### config.mk
export PLATFORM = sky130hd
export DESIGN_NAME = netirq_agg
export DESIGN_NICKNAME = d
export VERILOG_FILES = /design/src/rtl/netirq_agg.sv
export SDC_FILE = /design/constraint.sdc
export NUM_CORES = 1
export LEC_CHECK = 0
export BUFFER_PORTS_ARGS = -buffer_cell sky130_fd_sc_hd__buf_2
export CAP_MARGIN = 5
export CELL_PAD_IN_SITES_DETAIL_PLACEMENT = 1
export CELL_PAD_IN_SITES_GLOBAL_PLACEMENT = 1
export CORE_MARGIN = 4
export CORE_UTILIZATION = 44
export CTS_BUF_LIST = sky130_fd_sc_hd__clkbuf_8
export CTS_CLUSTER_SIZE = 20
export DETAILED_ROUTE_END_ITERATION = 10
export PLACE_DENSITY = 0.91
export SLEW_MARGIN = 5
export SYNTH_ARGS = -nofsm -noshare
export SYNTH_HDL_FRONTEND = slang
export SYNTH_SLANG_ARGS = --single-unit
### constraint.sdc
create_clock -name clk -period 1.8 [get_ports clk]
set_input_delay 0.09 -clock clk [delete_from_list [all_inputs] [get_ports clk]]
set_output_delay 0.09 -clock clk [all_outputs]
set_load 0.05 [all_outputs]
### src/rtl/netirq_agg.sv
module netirq_agg #(
  parameter int AW = 8,
  parameter logic [AW-1:0] ST0_ADDR = 'h10,
  parameter logic [AW-1:0] ST1_ADDR = 'h18,
  parameter logic [AW-1:0] MK0_ADDR = 'h20,
  parameter logic [AW-1:0] MK1_ADDR = 'h28
) (
  input  logic          clk,
  input  logic          rst_n,
  input  logic          set_vld,
  input  logic [2:0]    set_slot,
  input  logic [2:0]    set_port,
  input  logic          clr_vld,
  input  logic [2:0]    clr_slot,
  input  logic [2:0]    clr_port,
  input  logic [AW-1:0] bus_addr,
  input  logic          bus_rd,
  input  logic          bus_wr,
  input  logic [31:0]   bus_wdata,
  output logic [31:0]   bus_rdata,
  output logic          irq_out
);

  localparam int WIN = AW - 2;

  logic [31:0] st0, st1, mk0, mk1;
  logic [31:0] set0, set1, clr0, clr1;
  logic        hit_st0, hit_st1, hit_mk0, hit_mk1;

  function automatic logic [4:0] lane_off(input logic [2:0] s);
    case (s)
      3'd1, 3'd2: lane_off = 5'd8;
      3'd4, 3'd6: lane_off = 5'd16;
      3'd3, 3'd5: lane_off = 5'd24;
      default:    lane_off = 5'd0;
    endcase
  endfunction

  function automatic logic in_bank1(input logic [2:0] s);
    in_bank1 = (s == 3'd2) || (s == 3'd5) || (s == 3'd6);
  endfunction

  function automatic logic [31:0] bit_of(input logic [2:0] s, input logic [2:0] p);
    bit_of = 32'h1 << (lane_off(s) + {2'b00, p});
  endfunction

  wire set_ok = set_vld && (set_slot != 3'd7);
  wire clr_ok = clr_vld && (clr_slot != 3'd7);

  assign set0 = (set_ok && !in_bank1(set_slot)) ? bit_of(set_slot, set_port) : 32'h0;
  assign set1 = (set_ok &&  in_bank1(set_slot)) ? bit_of(set_slot, set_port) : 32'h0;
  assign clr0 = (clr_ok && !in_bank1(clr_slot)) ? bit_of(clr_slot, clr_port) : 32'h0;
  assign clr1 = (clr_ok &&  in_bank1(clr_slot)) ? bit_of(clr_slot, clr_port) : 32'h0;

  assign hit_st0 = bus_addr[AW-1:2] == ST0_ADDR[AW-1:2];
  assign hit_st1 = bus_addr[AW-1:2] == ST1_ADDR[AW-1:2];
  assign hit_mk0 = bus_addr == MK0_ADDR;
  assign hit_mk1 = bus_addr == MK1_ADDR;

  always_ff @(posedge clk) begin
    if (!rst_n) begin
      st0 <= '0;
      st1 <= '0;
      mk0 <= '0;
      mk1 <= '0;
      irq_out <= 1'b0;
    end else begin
      st0 <= (st0 & ~clr0) | set0;
      st1 <= (st1 & ~clr1) | set1;
      if (bus_wr && hit_mk0) mk0 <= bus_wdata;
      if (bus_wr && hit_mk1) mk1 <= bus_wdata;
      irq_out <= |{st0 & mk0, st1 & mk1};
    end
  end

  always_comb begin
    bus_rdata = 32'h0;
    if (bus_rd) begin
      if (hit_st0)      bus_rdata = st0;
      else if (hit_st1) bus_rdata = st1;
      else if (hit_mk0) bus_rdata = mk0;
      else if (hit_mk1) bus_rdata = mk1;
    end
  end

  logic unused_win;
  assign unused_win = WIN[0];

endmodule

# Word level (Yosys, flattened, before mapping)
# Index checks and enable logic that the tools add are counted.
[word_totals] output_inout_bits=33 in_bits=58 word_cells=67 ff_bits=129
[op_classes] shift=2 n_bitwise=8 n_addsub=2 n_reduce_logical=21 eq_ne=18 n_mux=11
[ops] operator="32-bit two-way mux" count=9
[ops] operator="32-bit AND" count=4
[ops] operator="32-bit NOT" count=2
[ops] operator="32-bit OR" count=2
[ops] operator="64-bit OR reduction" count=1
[ops] operator="1-bit by 5-bit << shifter with 32-bit output, first input constant" count=2
[ops] operator="5-bit case mux with 3 select lines" count=2
[ops] operator="3-bit equality test, second input constant" count=6
[ops] operator="8-bit by 6-bit equality test with 1-bit output, second input constant" count=2
[ops] operator="3-bit by 2-bit equality test with 1-bit output, second input constant" count=4
[ops] operator="6-bit by 3-bit equality test with 1-bit output, second input constant" count=2
[ops] operator="2-bit OR reduction" count=6
[ops] operator="5-bit by 3-bit adder with 5-bit output" count=2
[ops] operator="1-bit logical AND" count=8
[ops] operator="3-bit by 1-bit equality test with 1-bit output, second input constant" count=2
[ops] operator="3-bit inequality test, second input constant" count=2
[ops] operator="1-bit logical OR" count=4
[ops] operator="1-bit zero test" count=2

# Depth between registers and ports, before layout
# Gate-level depths: netlist (run 1).
[depth] ltp_word=9 mapped_depth=7 depth_no_buf=5

# Worst setup path before layout (run 1)
# Ideal clock, no wire load.
[synth_path] kind="input to output" start="input port bus_addr[7]" end="output port bus_rdata[10]" arrival_ps=2126 t_required_ps=1710 path_buffers=2 slack_ps=-416 cell_stages=5 path_cell_list="or3_4 > or4b_1 > buf_2 > buf_4 > a21oi_1"
[synth_between] elab_chain_len=6
[synth_lines] item="from (decl)" line="16" source="input logic [AW-1:0] bus_addr,"
[synth_lines] item="8-bit by 6-bit equality test with 1-bit output" line="58" source="assign hit_mk1 = bus_addr == MK1_ADDR;"
[synth_lines] item="32-bit two-way mux" line="82" source="else if (hit_mk1) bus_rdata = mk1;"
[synth_lines] item="32-bit two-way mux" line="81" source="else if (hit_mk0) bus_rdata = mk0;"
[synth_lines] item="32-bit two-way mux" line="80" source="else if (hit_st1) bus_rdata = st1;"
[synth_lines] item="32-bit two-way mux (*)" line="79" source="if (hit_st0) bus_rdata = st0;"
[synth_lines] item="32-bit two-way mux (*)" line="78" source="if (bus_rd) begin"
[synth_lines] item="to (decl)" line="20" source="output logic [31:0] bus_rdata,"
# Mark *: on every way between the ends. The rest lies on a longest branch, timed or not.

# Final worst setup path (run 1)
[layout_path] start="register st1[4]" end="output port bus_rdata[4]"
[layout_between] elab_chain_len=3
[layout_lines] item="from (decl)" line="26" source="logic [31:0] st0, st1, mk0, mk1;"
[layout_lines] item="from (signal assigned)" line="69" source="st1 <= (st1 & ~clr1) | set1;"
[layout_lines] item="32-bit two-way mux" line="80"
[layout_lines] item="32-bit two-way mux" line="79"
[layout_lines] item="32-bit two-way mux" line="78"
# Every way passes these cells.

==> results_tabular.tex, run 1 <==
\begin{tabular}{lr}
\hline
Metric & Value \\
\hline
\multicolumn{2}{l}{\textbf{Outcome}} \\
Run status & finished with violations \\
Violations in the final reports & negative setup slack \\
\multicolumn{2}{l}{\textbf{Synth}} \\
Number of standard cells after synthesis & between 700 and 800 \\
Combined area of all synthesized cells & between 6000 and 7000 µm² \\
Post-synthesis cell type with the largest combined area & sky130\_fd\_sc\_hd\_\_dfxtp\_1 \\
Post-synthesis net count & slightly above 800 \\
Avg Synthesized Cell Area & 8.26 µm² \\
Most frequent cells after synthesis & sky130\_fd\_sc\_hd\_\_nand2\_1 (165), sky130\_fd\_sc\_hd\_\_dfxtp\_1 (129), sky130\_fd\_sc\_hd\_\_a21boi\_1 (65), sky130\_fd\_sc\_hd\_\_o21ai\_0 (55), sky130\_fd\_sc\_hd\_\_clkbuf\_1 (38) \\
Most common flop cell mapped by yosys & sky130\_fd\_sc\_hd\_\_dfxtp\_1 \\
Proportion of synthesized flip-flops having asynchronous set or reset & 0 \\
Fraction of post-synthesis cell area in the top cell type by area & 0.414 \\
Count of warnings emitted by yosys & 0 \\
Top post-synthesis cells by area & sky130\_fd\_sc\_hd\_\_dfxtp\_1 (41\%), sky130\_fd\_sc\_hd\_\_nand2\_1 (9.9\%), sky130\_fd\_sc\_hd\_\_a21boi\_1 (7.8\%) \\
Dominant cell by count in the synthesized netlist & sky130\_fd\_sc\_hd\_\_nand2\_1 \\
Post-synthesis sequential area ratio & 0.414 \\
Register bit total from synthesis & 129 \\
Number of enable-type register cells in the synthesized netlist & 0 \\
Number of distinct standard cells referenced by the synthesized netlist & 45 \\
\multicolumn{2}{l}{\textbf{Detailed routing}} \\
Vias after detailed routing & around 7,500 \\
Per-cell via count in the routed design & 6.99 \\
Overall routed net length & 31.8 mm \\
Uppermost routed layer & met4 \\
Sum of routed wire segments on met1 & 11.1 mm \\
Detailed Route Iter0 Violations & between 1,000 and 1,500 \\
Antenna-violating nets left & 0 \\
DRC Markers & 0 \\
First-pass iteration count of the detailed router & 8 \\
Wire length on met3 & 3.56 mm \\
Met2 WL post-DR & around 15 mm \\
Routed length per placed instance & slightly below 30 µm \\
\multicolumn{2}{l}{\textbf{Pwr}} \\
Static Leak & between 2 and 3 nW \\
Clock network power share & 0.479 \\
Part of the power in registers & 0.434 \\
Tot Pwr & $\sim$6.6 mW \\
Net switching fraction of the power & 0.255 \\
Pwr/cell area & 771 nW/µm² \\
Cell internal power dissipation & about 4.9 mW \\
Part of the power in combinational logic & 0.086 \\
Worst IR drop on VDD & 0.000710 V \\
Switching power total & approximately 1.7 mW \\
\multicolumn{2}{l}{\textbf{Global routing}} \\
Pin count of the biggest net entering global routing & 63 \\
Vias in the first global route & roughly 7,700 \\
Initial antenna violation count & 1 \\
First-pass GRT wire length & 46.7 mm \\
Global-route total usage across every layer & 0.382 \\
Residual overflow from global routing & 0 \\
\multicolumn{2}{l}{\textbf{Worst setup path}} \\
Crit Path Category & flip-flop to output port \\
Max stage delay on crit path & 0.87 ns \\
Critical path capture point type & output port \\
Setup slack on the worst flop-to-flop path & 0.19 ns \\
Crit start category & flip-flop \\
Critical path arrival & around 2.1 ns \\
Startpoint of the lowest-slack register-to-register path & st1[10] \\
Critical Path, Cell by Cell & a222oi\_1 > a21oi\_4 > buf\_8 \\
Endpoint required time on the critical path & between 1.5 and 2 ns \\
Worst-case reg-to-reg path depth & 5 \\
Library cell contributing the largest single delay on the critical path & sky130\_fd\_sc\_hd\_\_a222oi\_1 \\
Endpoint of the worst-slack reg-to-reg timing path & irq\_out \\
Maximum fanout along the worst path & 3 \\
\multicolumn{2}{l}{\textbf{Clocking}} \\
Maximum clock insertion buffer count & 2 \\
TritonCTS clock tree & built \\
Clock root buffer master & sky130\_fd\_sc\_hd\_\_clkbuf\_8 \\
Inserted Clock Buffers & 17 \\
Clk\_lat worst skew & between 0.4 and 0.5 ns \\
Number of clock sinks & 129 \\
Clock H-tree levels & 4 \\
CTS clock-pin slew for the worst setup and hold paths & around 0.090 ns \\
\multicolumn{2}{l}{\textbf{Timing}} \\
Final period utilization & 1.22 \\
Final worst clock skew & about 0.018 ns \\
Max frequency & $\sim$450 MHz \\
Actual slew at the worst max-slew pin & 0.987 ns \\
Setup repair after global routing missed its margin & yes \\
Number of slew-limit violations in the final report & 0 \\
Final Hold Viols & 0 \\
Min cycle time layout & between 2 and 2.5 ns \\
Final critical-path setup slack & -0.401 ns \\
Worst relative slew slack & 0.342 \\
Setup violators final & 32 \\
\multicolumn{2}{l}{\textbf{Die}} \\
Number of I/O pins & 91 \\
\# rows & 43 \\
Core region area & roughly 14,000 µm² \\
Die X-Extent & 127 µm \\
Area of the die & 16,100 µm² \\
Die Y & around 130 µm \\
Effective utilization at floorplan & 0.449 \\
\multicolumn{2}{l}{\textbf{Placement}} \\
Total placed cells including tap cells & 992 \\
Number of input and output port buffers inserted & 90 \\
GP Congestion & approximately 1.0 \\
Setup slack after placement & -0.291 ns \\
Post-DP HPWL & 18.9 mm \\
\multicolumn{2}{l}{\textbf{Min path}} \\
Hold path start & rst\_n \\
Depth of the worst hold-timing path & 2 \\
Endpoint, Worst Hold & mk0[18] \\
Hold/Removal Path Class & input port to flip-flop \\
\multicolumn{2}{l}{\textbf{Finish}} \\
Share of final-layout standard cells stronger than drive strength 1 & 0.249 \\
Fin nets & 931 \\
Synthesis-to-finish area growth & 38.0\% \\
Number of standard cells in the final layout excluding fillers & roughly 1,100 \\
\multicolumn{2}{l}{\textbf{Run}} \\
Number of max-cap violations & 0 \\
\hline
\end{tabular}
## logic make-up after synthesis
group	after synthesis	synth area share
xor+xnor	5	0.00703
flops	129	0.414
simple gates	254	0.189
mux	1	0.00181
buf+inv	61	0.0514
compound gates	304	0.336
## flip-flops by register name, summed over array words and instances, names as in the netlist
signal / flops
irq_out: 1
mk0: 32
mk1: 32
st0: 32
st1: 32
## routing by layer
metal  track usage  up-vias
li1              -     3032
met3         0.115      209
met2         0.626      605
met4         0.253        0
met5             0        -
met1         0.430     3609
## critical path: cells and delay by family, from the launching register on
family / cells / cell delay, ns
compound gates: 2 / 1.06
buf+inv: 1 / 0.21
flops: 1 / 0.36
## worst max path at each step
| stage | start | endpoint | slack, ns | cells after the start |
|---|---|---|---|---|
| 5_1_grt | st1[4] | bus_rdata[4] | -0.42 | 3 |
| 3_3_place_gp | bus_addr[7] | bus_rdata[3] | -0.22 | 7 |
| 3_5_place_dp | bus_addr[7] | bus_rdata[23] | -0.29 | 8 |
| 4_1_cts | bus_addr[2] | bus_rdata[4] | -0.15 | 10 |
| 6_report | st1[4] | bus_rdata[4] | -0.40 | 3 |
| 2_1_floorplan | bus_addr[7] | bus_rdata[0] | -0.11 | 5 |
## timing repair
| action | 4_1_cts | 5_1_grt |
|---|---|---|
| hold buffers | 32 | 0 |
| pin swaps | 52 | 24 |
| gates cloned | 3 | 2 |
| buffers inserted | 6 | 5 |
| gates resized for setup | 76 | 38 |
| endpoints found under the hold margin | 64 | 0 |
| setup endpoints to repair | 32 | 32 |
## power by group through the flow
stage          registers [mW]  clock network [mW]  logic, mW
2_1_floorplan            2.94                   0      0.264
3_3_place_gp             2.94                   0      0.429
3_5_place_dp             2.94                   0      0.447
4_1_cts                  2.88                3.13      0.524
5_1_grt                  2.88                3.31      0.601
6_report                 2.88                3.18      0.573
## placed cells by master, fill, tap and decap left out, types with 19 or more instances in the layout
master                          instances
sky130_fd_sc_hd__dfxtp_1              127
sky130_fd_sc_hd__a222oi_1              32
sky130_fd_sc_hd__dlygate4sd3_1         32
sky130_fd_sc_hd__clkbuf_8              19
sky130_fd_sc_hd__nand2_1              165
sky130_fd_sc_hd__a21boi_1              65
sky130_fd_sc_hd__a21oi_4               30
sky130_fd_sc_hd__o211ai_1              34
sky130_fd_sc_hd__buf_6                 33
sky130_fd_sc_hd__o21ai_0               55
sky130_fd_sc_hd__buf_2                 55
## per-stage QoR
stage               hold slack (ns)  cell area [µm²]   util  setup TNS, ns
finish                       0.0247             8600  0.620          -6.40
global route                 0.0187             8600  0.620          -7.20
CTS                         0.00804             8490  0.612          -4.18
detailed placement            0.352             7300  0.526         -14.37
global placement              0.341             7300  0.526          -6.88
floorplan                     0.225             6600      -         -0.716
## final cells by class
| type | instances | area, µm² |
|---|---|---|
| clock inverter | 13 | 231 |
| clock buffer | 19 | 262 |
| sequential | 129 | 2580 |
| antenna | 1 | 2.50 |
| inverter | 4 | 15.0 |
| fill | 1543 | 5280 |
| tap | 180 | 225 |
| timing repair buffer | 157 | 1500 |
| multi-input combinational | 564 | 3780 |
Power figures use the tool's default switching activity.
==> run 2: changes to the inputs <==
--- a/config.mk
+++ b/config.mk
@@ -5,16 +5,18 @@
 export SDC_FILE = /design/constraint.sdc
 export NUM_CORES = 1
 export LEC_CHECK = 0
+export ABC_AREA = 1
 export BUFFER_PORTS_ARGS = -buffer_cell sky130_fd_sc_hd__buf_2
 export CAP_MARGIN = 5
 export CELL_PAD_IN_SITES_DETAIL_PLACEMENT = 1
 export CELL_PAD_IN_SITES_GLOBAL_PLACEMENT = 1
 export CORE_MARGIN = 4
-export CORE_UTILIZATION = 44
+export CORE_UTILIZATION = 42
 export CTS_BUF_LIST = sky130_fd_sc_hd__clkbuf_8
 export CTS_CLUSTER_SIZE = 20
 export DETAILED_ROUTE_END_ITERATION = 10
-export PLACE_DENSITY = 0.91
+export GPL_TIMING_DRIVEN = 0
+export PLACE_DENSITY = 0.92
 export SLEW_MARGIN = 5
 export SYNTH_ARGS = -nofsm -noshare
 export SYNTH_HDL_FRONTEND = slang
==> run 2 against run 1 <==
  * The run now ends clean
  * Via count up 14%
  * Register-to-register slack better by 0.31 ns
  * Clock-buffer cell count down 2
  * Die area up 18%
  * Synthesized area up 14%
  * Non-clock buffer count up 32
  * Largest cell class unchanged
  * Largest power group unchanged
  * Highest routed layer unchanged
==> results_tabular.tex, run 2 <==
\begin{tabular}{lr}
\hline
Metric & Value \\
\hline
\multicolumn{2}{l}{\textbf{Synth}} \\
Proportion of synthesized flip-flops having asynchronous set or reset & 0 (unchanged) \\
Post-synthesis sequential area ratio & 0.364 (was 0.414) \\
Number of distinct standard cells referenced by the synthesized netlist & 26 (was 45) \\
Combined area of all synthesized cells & 7090 µm² (was 6230 µm²) \\
Register bit total from synthesis & 129 (unchanged) \\
Dominant cell by count in the synthesized netlist & sky130\_fd\_sc\_hd\_\_nand2\_1 (unchanged) \\
Count of warnings emitted by yosys & 0 (unchanged) \\
Number of standard cells after synthesis & 1,159 (was 754) \\
Most common flop cell mapped by yosys & sky130\_fd\_sc\_hd\_\_dfxtp\_1 (unchanged) \\
Avg Synthesized Cell Area & 6.11 µm² (was 8.26 µm²) \\
Post-synthesis net count & 1,217 (was 812) \\
Fraction of post-synthesis cell area in the top cell type by area & 0.364 (was 0.414) \\
Most frequent cells after synthesis & sky130\_fd\_sc\_hd\_\_nand2\_1 (381), sky130\_fd\_sc\_hd\_\_nor2\_1 (189), sky130\_fd\_sc\_hd\_\_nand3\_1 (144), sky130\_fd\_sc\_hd\_\_dfxtp\_1 (129), sky130\_fd\_sc\_hd\_\_a21oi\_1 (88) (was sky130\_fd\_sc\_hd\_\_nand2\_1 (165), sky130\_fd\_sc\_hd\_\_dfxtp\_1 (129), sky130\_fd\_sc\_hd\_\_a21boi\_1 (65), sky130\_fd\_sc\_hd\_\_o21ai\_0 (55), sky130\_fd\_sc\_hd\_\_clkbuf\_1 (38)) \\
Number of enable-type register cells in the synthesized netlist & 0 (unchanged) \\
Top post-synthesis cells by area & sky130\_fd\_sc\_hd\_\_dfxtp\_1 (36\%), sky130\_fd\_sc\_hd\_\_nand2\_1 (20\%), sky130\_fd\_sc\_hd\_\_nand3\_1 (10\%) (was sky130\_fd\_sc\_hd\_\_dfxtp\_1 (41\%), sky130\_fd\_sc\_hd\_\_nand2\_1 (9.9\%), sky130\_fd\_sc\_hd\_\_a21boi\_1 (7.8\%)) \\
Post-synthesis cell type with the largest combined area & sky130\_fd\_sc\_hd\_\_dfxtp\_1 (unchanged) \\
\multicolumn{2}{l}{\textbf{Timing}} \\
Final period utilization & 0.963 (was 1.22) \\
Hold slack & 0.0728 ns (was 0.0247 ns) \\
Setup violators final & 0 (was 32) \\
Min cycle time layout & 1.73 ns (was 2.20 ns) \\
Final critical-path setup slack & 0.0670 ns (was -0.401 ns) \\
Number of slew-limit violations in the final report & 0 (unchanged) \\
Max frequency & 577 MHz (was 454 MHz) \\
Worst relative slew slack & 0.541 (was 0.342) \\
Final Hold Viols & 0 (unchanged) \\
Actual slew at the worst max-slew pin & 0.688 ns (was 0.987 ns) \\
Final worst clock skew & 0.00908 ns (was 0.0176 ns) \\
\multicolumn{2}{l}{\textbf{Pwr}} \\
Part of the power in combinational logic & 0.103 (was 0.086) \\
Static Leak & 3.95 nW (was 2.89 nW) \\
Cell internal power dissipation & 4.71 mW (was 4.94 mW) \\
Worst IR drop on VDD & 0.000553 V (was 0.000710 V) \\
Part of the power in registers & 0.446 (was 0.434) \\
Switching power total & 1.74 mW (was 1.69 mW) \\
Net switching fraction of the power & 0.269 (was 0.255) \\
Clock network power share & 0.451 (was 0.479) \\
Pwr/cell area & 747 nW/µm² (was 771 nW/µm²) \\
Tot Pwr & 6.45 mW (was 6.64 mW) \\
\multicolumn{2}{l}{\textbf{Die}} \\
Effective utilization at floorplan & 0.427 (was 0.449) \\
Die Y & 138 µm (was 127 µm) \\
Die X-Extent & 138 µm (was 127 µm) \\
\# rows & 47 (was 43) \\
Number of I/O pins & 91 (unchanged) \\
Area of the die & 19,000 µm² (was 16,100 µm²) \\
Core region area & 16,600 µm² (was 13,900 µm²) \\
\multicolumn{2}{l}{\textbf{Worst setup path}} \\
Maximum fanout along the worst path & 10 (was 3) \\
Worst-case reg-to-reg path depth & 8 (was 5) \\
Startpoint of the lowest-slack register-to-register path & st1[18] (was st1[10]) \\
Setup slack on the worst flop-to-flop path & 0.50 ns (was 0.19 ns) \\
Critical path capture point type & output port (unchanged) \\
Crit start category & input port (was flip-flop) \\
Endpoint of the worst-slack reg-to-reg timing path & irq\_out (unchanged) \\
Endpoint required time on the critical path & 1.71 ns (about the same) \\
Critical path arrival & 1.64 ns (was 2.11 ns) \\
Crit Path Category & input port to output port (was flip-flop to output port) \\
\multicolumn{2}{l}{\textbf{Global routing}} \\
Residual overflow from global routing & 0 (unchanged) \\
Initial antenna violation count & 0 (was 1) \\
Vias in the first global route & 8,805 (was 7,726) \\
Pin count of the biggest net entering global routing & 17 (was 63) \\
First-pass GRT wire length & 45.9 mm (was 46.7 mm) \\
Global-route total usage across every layer & 0.315 (was 0.382) \\
\multicolumn{2}{l}{\textbf{Min path}} \\
Depth of the worst hold-timing path & 5 (was 2) \\
Hold path start & set\_port[1] (was rst\_n) \\
Endpoint, Worst Hold & st1[15] (was mk0[18]) \\
Hold/Removal Path Class & input port to flip-flop (unchanged) \\
\multicolumn{2}{l}{\textbf{Detailed routing}} \\
Routed length per placed instance & 19.2 µm (was 29.8 µm) \\
Per-cell via count in the routed design & 5.52 (was 6.99) \\
Detailed Route Iter0 Violations & 789 (was 1,475) \\
First-pass iteration count of the detailed router & 5 (was 8) \\
Antenna-violating nets left & 0 (unchanged) \\
DRC Markers & 0 (unchanged) \\
Overall routed net length & 29.4 mm (was 31.8 mm) \\
Vias after detailed routing & 8,464 (was 7,455) \\
\multicolumn{2}{l}{\textbf{Clocking}} \\
Clk\_lat worst skew & 0.47 ns (was 0.48 ns) \\
Maximum clock insertion buffer count & 2 (unchanged) \\
Setup repair bufs after CTS & 0 (was 6) \\
CTS clock-pin slew for the worst setup and hold paths & 0.07 ns (was 0.09 ns) \\
Clock H-tree levels & 4 (unchanged) \\
TritonCTS clock tree & built (unchanged) \\
Number of clock sinks & 129 (unchanged) \\
Inserted Clock Buffers & 17 (unchanged) \\
Clock root buffer master & sky130\_fd\_sc\_hd\_\_clkbuf\_8 (unchanged) \\
\multicolumn{2}{l}{\textbf{Finish}} \\
Fin nets & 1,357 (was 931) \\
Number of standard cells in the final layout excluding fillers & 1,532 (was 1,067) \\
Diodes inserted & 0 (was 1) \\
Share of final-layout standard cells stronger than drive strength 1 & 0.144 (was 0.249) \\
Synthesis-to-finish area growth & 21.9\% (was 38.0\%) \\
Commonest non-fill, non-tap cell in the layout & sky130\_fd\_sc\_hd\_\_nand2\_1 (unchanged) \\
Most frequent cells in the layout & sky130\_fd\_sc\_hd\_\_nand2\_1 (381), sky130\_fd\_sc\_hd\_\_nor2\_1 (187), sky130\_fd\_sc\_hd\_\_nand3\_1 (144), sky130\_fd\_sc\_hd\_\_dfxtp\_1 (129), sky130\_fd\_sc\_hd\_\_buf\_2 (95) (was sky130\_fd\_sc\_hd\_\_nand2\_1 (165), sky130\_fd\_sc\_hd\_\_dfxtp\_1 (127), sky130\_fd\_sc\_hd\_\_a21boi\_1 (65), sky130\_fd\_sc\_hd\_\_o21ai\_0 (55), sky130\_fd\_sc\_hd\_\_buf\_2 (55)) \\
Layout fillers & 2,319 (was 1,543) \\
Final Core Density & 0.521 (was 0.620) \\
\multicolumn{2}{l}{\textbf{Placement}} \\
Post-DP HPWL & 21.7 mm (was 18.9 mm) \\
Setup slack after placement & -0.0560 ns (was -0.291 ns) \\
Total placed cells including tap cells & 1,468 (was 992) \\
GP Congestion & 1.01 (was 1.03) \\
Number of input and output port buffers inserted & 89 (was 90) \\
\multicolumn{2}{l}{\textbf{Outcome}} \\
Run status & finished clean (was finished with violations) \\
\multicolumn{2}{l}{\textbf{Run}} \\
Number of max-cap violations & 0 (unchanged) \\
\hline
\end{tabular}
-- run 2: cell count changes in the layout (fill, tap and decap cells not counted), sizes merged, moves of 14 or more --
| cell | change |
|---|---|
| a21boi | -81 |
| o211ai | -34 |
| clkbuf | +35 |
| nand3 | +133 |
| nor2 | +179 |
| nand2 | +221 |
| a22oi | -14 |
| inv | +55 |
| a222oi | -32 |
| a21oi | +57 |
-- run 2: worst max path at each step --
stage,start,endpoint,slack [ns]
2_1_floorplan,bus_addr[2],bus_rdata[25],0.22
4_1_cts,bus_addr[2],bus_rdata[22],0.02
5_1_grt,bus_addr[2],bus_rdata[23],-0.002
6_report,bus_addr[4],bus_rdata[22],0.07
3_5_place_dp,bus_addr[5],bus_rdata[11],-0.06
3_3_place_gp,bus_addr[5],bus_rdata[12],-0.06
-- run 2: cell type report --
class / instances / area [µm²] / area share
buffer: 68 / 417 / 0.0482
clock buffer: 17 / 234 / 0.0271
clock inverter: 15 / 216 / 0.0251
inverter: 59 / 223 / 0.0258
multi-input combinational: 903 / 3900 / 0.451
sequential: 129 / 2580 / 0.299
tap: 220 / 275 / 0.0319
timing repair buffer: 121 / 791 / 0.0916
-- run 2: cell families (layout without fill, tap and decap cells) --
logic type             after synthesis  count (layout)  share of synthesized area
AO/OA/AOI/OAI                      170             170                      0.122
AND/OR/NAND/NOR                    733             733                      0.426
flip-flops                         129             129                      0.364
buffers and inverters              127             280                     0.0879
-- run 2: stage by stage --
step	setup TNS (ns)	cell area [µm²]
2_1_floorplan	0	7090
3_3_place_gp	-0.227	7810
6_report	0	8640
4_1_cts	0	8580
3_5_place_dp	-0.248	7810
5_1_grt	-0.00248	8640
-- run 2: timing repair --
| action | CTS | global route |
|---|---|---|
| resized for setup | 2 | 27 |
| setup endpoints to repair | 7 | 25 |
| pin swaps | 0 | 0 |
| hold buffers | 32 | 0 |
| hold endpoints to repair | 64 | 0 |
-- run 2: power groups by stage --
stage               clock, mW  combinational, mW  sequential (mW)
floorplan                   0              0.344             2.94
global placement            0              0.563             2.94
detailed placement          0              0.577             2.94
CTS                      2.91              0.634             2.88
global route             3.03              0.715             2.88
finish                   2.91              0.662             2.88
-- run 2: worst max-delay path: stages --
cell	delay (ns)
sky130_fd_sc_hd__buf_2	0.10
sky130_fd_sc_hd__inv_1	0.10
sky130_fd_sc_hd__nand3_1	0.18
sky130_fd_sc_hd__inv_2	0.17
sky130_fd_sc_hd__buf_2	0.29
sky130_fd_sc_hd__nand3_1	0.12
sky130_fd_sc_hd__nand2_1	0.07
sky130_fd_sc_hd__nor2_1	0.04
sky130_fd_sc_hd__nor2_1	0.19
sky130_fd_sc_hd__clkbuf_4	0.28
-- run 2: metal layers --
metal / wire, µm / track usage / vias to the layer above
met3: 2090 / 0.0682 / 89
met2: 14000 / 0.528 / 366
met4: 1210 / 0.149 / 0
met1: 12200 / 0.385 / 4022
li1: - / - / 3987
met5: 0 / 0 / -
==> run 3: changes to the inputs <==
==> constraint.sdc (replaced) <==
create_clock -name clk -period 1.8 [get_ports clk]
set_input_delay 0.27 -clock clk [delete_from_list [all_inputs] [get_ports clk]]
set_output_delay 0.27 -clock clk [all_outputs]
set_load 0.05 [all_outputs]
==> run 3 against run 2 <==
  * The run now ends with negative setup slack left
  * Final area is 5.8% higher
  * Critical path depth is 2 higher
  * Global-route usage increased by 0.98 points
  * Worst setup slack got worse by 0.26 ns
  * Register-to-register slack lost 0.17 ns
  * Combinational power increased by 9.7%
  * Power fell by 6.0%
  * Critical path type unchanged
  * Critical endpoint is now bus_rdata[20]
  * Largest cell class unchanged
==> results_tabular.tex, run 3 (same netlist as run 2, synthesis figures left out) <==
\begin{tabular}{lr}
\hline
Metric & Value \\
\hline
\multicolumn{2}{l}{\textbf{Outcome}} \\
Run status & finished with violations (was finished clean) \\
Violations in the final reports & negative setup slack \\
\multicolumn{2}{l}{\textbf{Die}} \\
Core region area & 16,600 µm² (unchanged) \\
Die X-Extent & 138 µm (unchanged) \\
Effective utilization at floorplan & 0.427 (unchanged) \\
Die Y & 138 µm (unchanged) \\
\# rows & 47 (unchanged) \\
Number of I/O pins & 91 (unchanged) \\
Area of the die & 19,000 µm² (unchanged) \\
\multicolumn{2}{l}{\textbf{Worst setup path}} \\
Library cell contributing the largest single delay on the critical path & sky130\_fd\_sc\_hd\_\_nor3\_4 (was sky130\_fd\_sc\_hd\_\_buf\_2) \\
Max stage delay on crit path & 0.21 ns (was 0.29 ns) \\
Endpoint required time on the critical path & 1.53 ns (was 1.71 ns) \\
Critical path capture point type & output port (unchanged) \\
Critical path arrival & 1.72 ns (was 1.64 ns) \\
Critical Path, Cell by Cell & buf\_8 > inv\_4 > nand2\_4 > nor3\_4 > buf\_12 > clkbuf\_16 > clkbuf\_16 > nand3\_2 > nand2\_1 > nor2\_1 > nor2\_2 > buf\_6 (was buf\_2 > inv\_1 > nand3\_1 > inv\_2 > buf\_2 > nand3\_1 > nand2\_1 > nor2\_1 > nor2\_1 > clkbuf\_4) \\
Crit Path Category & input port to output port (unchanged) \\
Crit-path most repeated cell & sky130\_fd\_sc\_hd\_\_clkbuf\_16 \\
Maximum fanout along the worst path & 5 (was 10) \\
Crit start category & input port (unchanged) \\
\multicolumn{2}{l}{\textbf{Timing}} \\
Setup violators final & 32 (was 0) \\
Max frequency & 502 MHz (was 577 MHz) \\
Final critical-path setup slack & -0.190 ns (was 0.0670 ns) \\
Hold slack & 0.0479 ns (was 0.0728 ns) \\
Number of slew-limit violations in the final report & 0 (unchanged) \\
Final Hold Viols & 0 (unchanged) \\
Final worst clock skew & 0.0145 ns (was 0.00908 ns) \\
Actual slew at the worst max-slew pin & 0.795 ns (was 0.688 ns) \\
Setup TNS & -3.49 ns (was 0 ns) \\
Worst relative slew slack & 0.470 (was 0.541) \\
Min cycle time layout & 1.99 ns (was 1.73 ns) \\
Setup repair after global routing missed its margin & yes \\
Final period utilization & 1.11 (was 0.963) \\
\multicolumn{2}{l}{\textbf{Clocking}} \\
CTS clock-pin slew for the worst setup and hold paths & 0.08 ns (was 0.07 ns) \\
Clock H-tree levels & 4 (unchanged) \\
Clk\_lat worst skew & 0.48 ns (was 0.47 ns) \\
Inserted Clock Buffers & 17 (unchanged) \\
Maximum clock insertion buffer count & 2 (unchanged) \\
TritonCTS clock tree & built (unchanged) \\
Number of clock sinks & 129 (unchanged) \\
Clock root buffer master & sky130\_fd\_sc\_hd\_\_clkbuf\_8 (unchanged) \\
\multicolumn{2}{l}{\textbf{Pwr}} \\
Switching power total & 1.87 mW (was 1.74 mW) \\
Pwr/cell area & 664 nW/µm² (was 747 nW/µm²) \\
Net switching fraction of the power & 0.308 (was 0.269) \\
Part of the power in combinational logic & 0.120 (was 0.103) \\
Clock network power share & 0.405 (was 0.451) \\
Part of the power in registers & 0.475 (was 0.446) \\
Worst IR drop on VDD & 0.000505 V (was 0.000553 V) \\
Static Leak & 3.99 nW (was 3.95 nW) \\
Cell internal power dissipation & 4.20 mW (was 4.71 mW) \\
\multicolumn{2}{l}{\textbf{Detailed routing}} \\
Overall routed net length & 35.3 mm (was 29.4 mm) \\
Routed length per placed instance & 23.3 µm (was 19.2 µm) \\
DRC Markers & 0 (unchanged) \\
Vias after detailed routing & 9,167 (was 8,464) \\
First-pass iteration count of the detailed router & 6 (was 5) \\
Antenna-violating nets left & 0 (unchanged) \\
Detailed Route Iter0 Violations & 1,189 (was 789) \\
Per-cell via count in the routed design & 6.03 (was 5.52) \\
\multicolumn{2}{l}{\textbf{Finish}} \\
Diodes inserted & 0 (unchanged) \\
Layout fillers & 2,236 (was 2,319) \\
Commonest non-fill, non-tap cell in the layout & sky130\_fd\_sc\_hd\_\_nand2\_1 (unchanged) \\
Number of standard cells in the final layout excluding fillers & 1,520 (was 1,532) \\
Share of final-layout standard cells stronger than drive strength 1 & 0.232 (was 0.144) \\
Most frequent cells in the layout & sky130\_fd\_sc\_hd\_\_nand2\_1 (363), sky130\_fd\_sc\_hd\_\_nor2\_1 (142), sky130\_fd\_sc\_hd\_\_dfxtp\_1 (129), sky130\_fd\_sc\_hd\_\_nand3\_1 (121), sky130\_fd\_sc\_hd\_\_a21oi\_1 (88) (was sky130\_fd\_sc\_hd\_\_nand2\_1 (381), sky130\_fd\_sc\_hd\_\_nor2\_1 (187), sky130\_fd\_sc\_hd\_\_nand3\_1 (144), sky130\_fd\_sc\_hd\_\_dfxtp\_1 (129), sky130\_fd\_sc\_hd\_\_buf\_2 (95)) \\
Fin nets & 1,346 (was 1,357) \\
Synthesis-to-finish area growth & 28.9\% (was 21.9\%) \\
\multicolumn{2}{l}{\textbf{Global routing}} \\
Initial antenna violation count & 0 (unchanged) \\
First-pass GRT wire length & 47.2 mm (was 45.9 mm) \\
Vias in the first global route & 8,777 (was 8,805) \\
Pin count of the biggest net entering global routing & 17 (unchanged) \\
Global-route total usage across every layer & 0.325 (was 0.315) \\
Residual overflow from global routing & 0 (unchanged) \\
\multicolumn{2}{l}{\textbf{Placement}} \\
GP Congestion & 0.934 (was 1.01) \\
Total placed cells including tap cells & 1,468 (unchanged) \\
Number of input and output port buffers inserted & 89 (unchanged) \\
Post-DP HPWL & 21.5 mm (was 21.7 mm) \\
\multicolumn{2}{l}{\textbf{Min path}} \\
Hold/Removal Path Class & input port to flip-flop (unchanged) \\
\multicolumn{2}{l}{\textbf{Run}} \\
Number of max-cap violations & 0 (unchanged) \\
\hline
\end{tabular}
run 3: repair_timing:
item / in CTS / in global routing
setup endpoints to repair: 32 / 32
cloned: 2 / 6
gates resized for setup: 119 / 77
setup buffers: 7 / 8
hold buffers: 0 / 0
pin swaps: 2 / 28
run 3: per-layer routing:
layer  track usage  wire (µm)  vias up  part of all wire
met4         0.161       2340        0             0.066
met5             0          0        -                 0
li1              -          -     3978                 -
met2         0.545      16600      612              0.47
met1         0.398      13300     4383              0.38
met3        0.0631       3100      194             0.088
run 3: power groups by stage:
stage	clock network [mW]	registers, mW	logic (mW)
floorplan	0	2.94	0.353
global placement	0	2.94	0.581
detailed placement	0	2.94	0.594
CTS	2.38	2.88	0.632
global route	2.54	2.88	0.765
finish	2.46	2.88	0.726
run 3: per-stage QoR:
step	total power [mW]	cell area (µm²)	setup slack, ns	util
after floorplan	3.29	7170	0.0859	-
after global placement	3.52	7890	-0.435	0.476
after detailed placement	3.54	7890	-0.434	0.476
after CTS	5.89	8660	-0.0318	0.522
after global routing	6.19	9140	-0.215	0.551
final	6.06	9140	-0.190	0.551
run 3: layout make-up:
| cell class | instances | area [µm²] | share of cell area |
|---|---|---|---|
| clock inverters | 13 | 113 | 0.0123 |
| multi-input cells | 903 | 4210 | 0.460 |
| clock buffers | 18 | 248 | 0.0271 |
| well taps | 220 | 275 | 0.0301 |
| flip-flops and latches | 129 | 2580 | 0.283 |
| inverters | 59 | 225 | 0.0247 |
| plain buffers | 67 | 509 | 0.0557 |
| repair buffers | 111 | 976 | 0.107 |
run 3: worst max-delay path: cells and delay by family:
kind,cells,cell delay (ns)
AND/OR/NAND/NOR,6,0.64
buffers and inverters,6,0.82
run 3: worst paths after layout:
path	from	endpoint	slack [ns]	depth (start not counted)
hold reg to reg	st1[5]	st1[5]	0.48	2
setup / recovery	bus_addr[2]	bus_rdata[20]	-0.19	12
setup reg to reg	mk1[18]	irq_out	0.33	8
hold / removal	bus_wdata[17]	mk1[17]	0.05	3
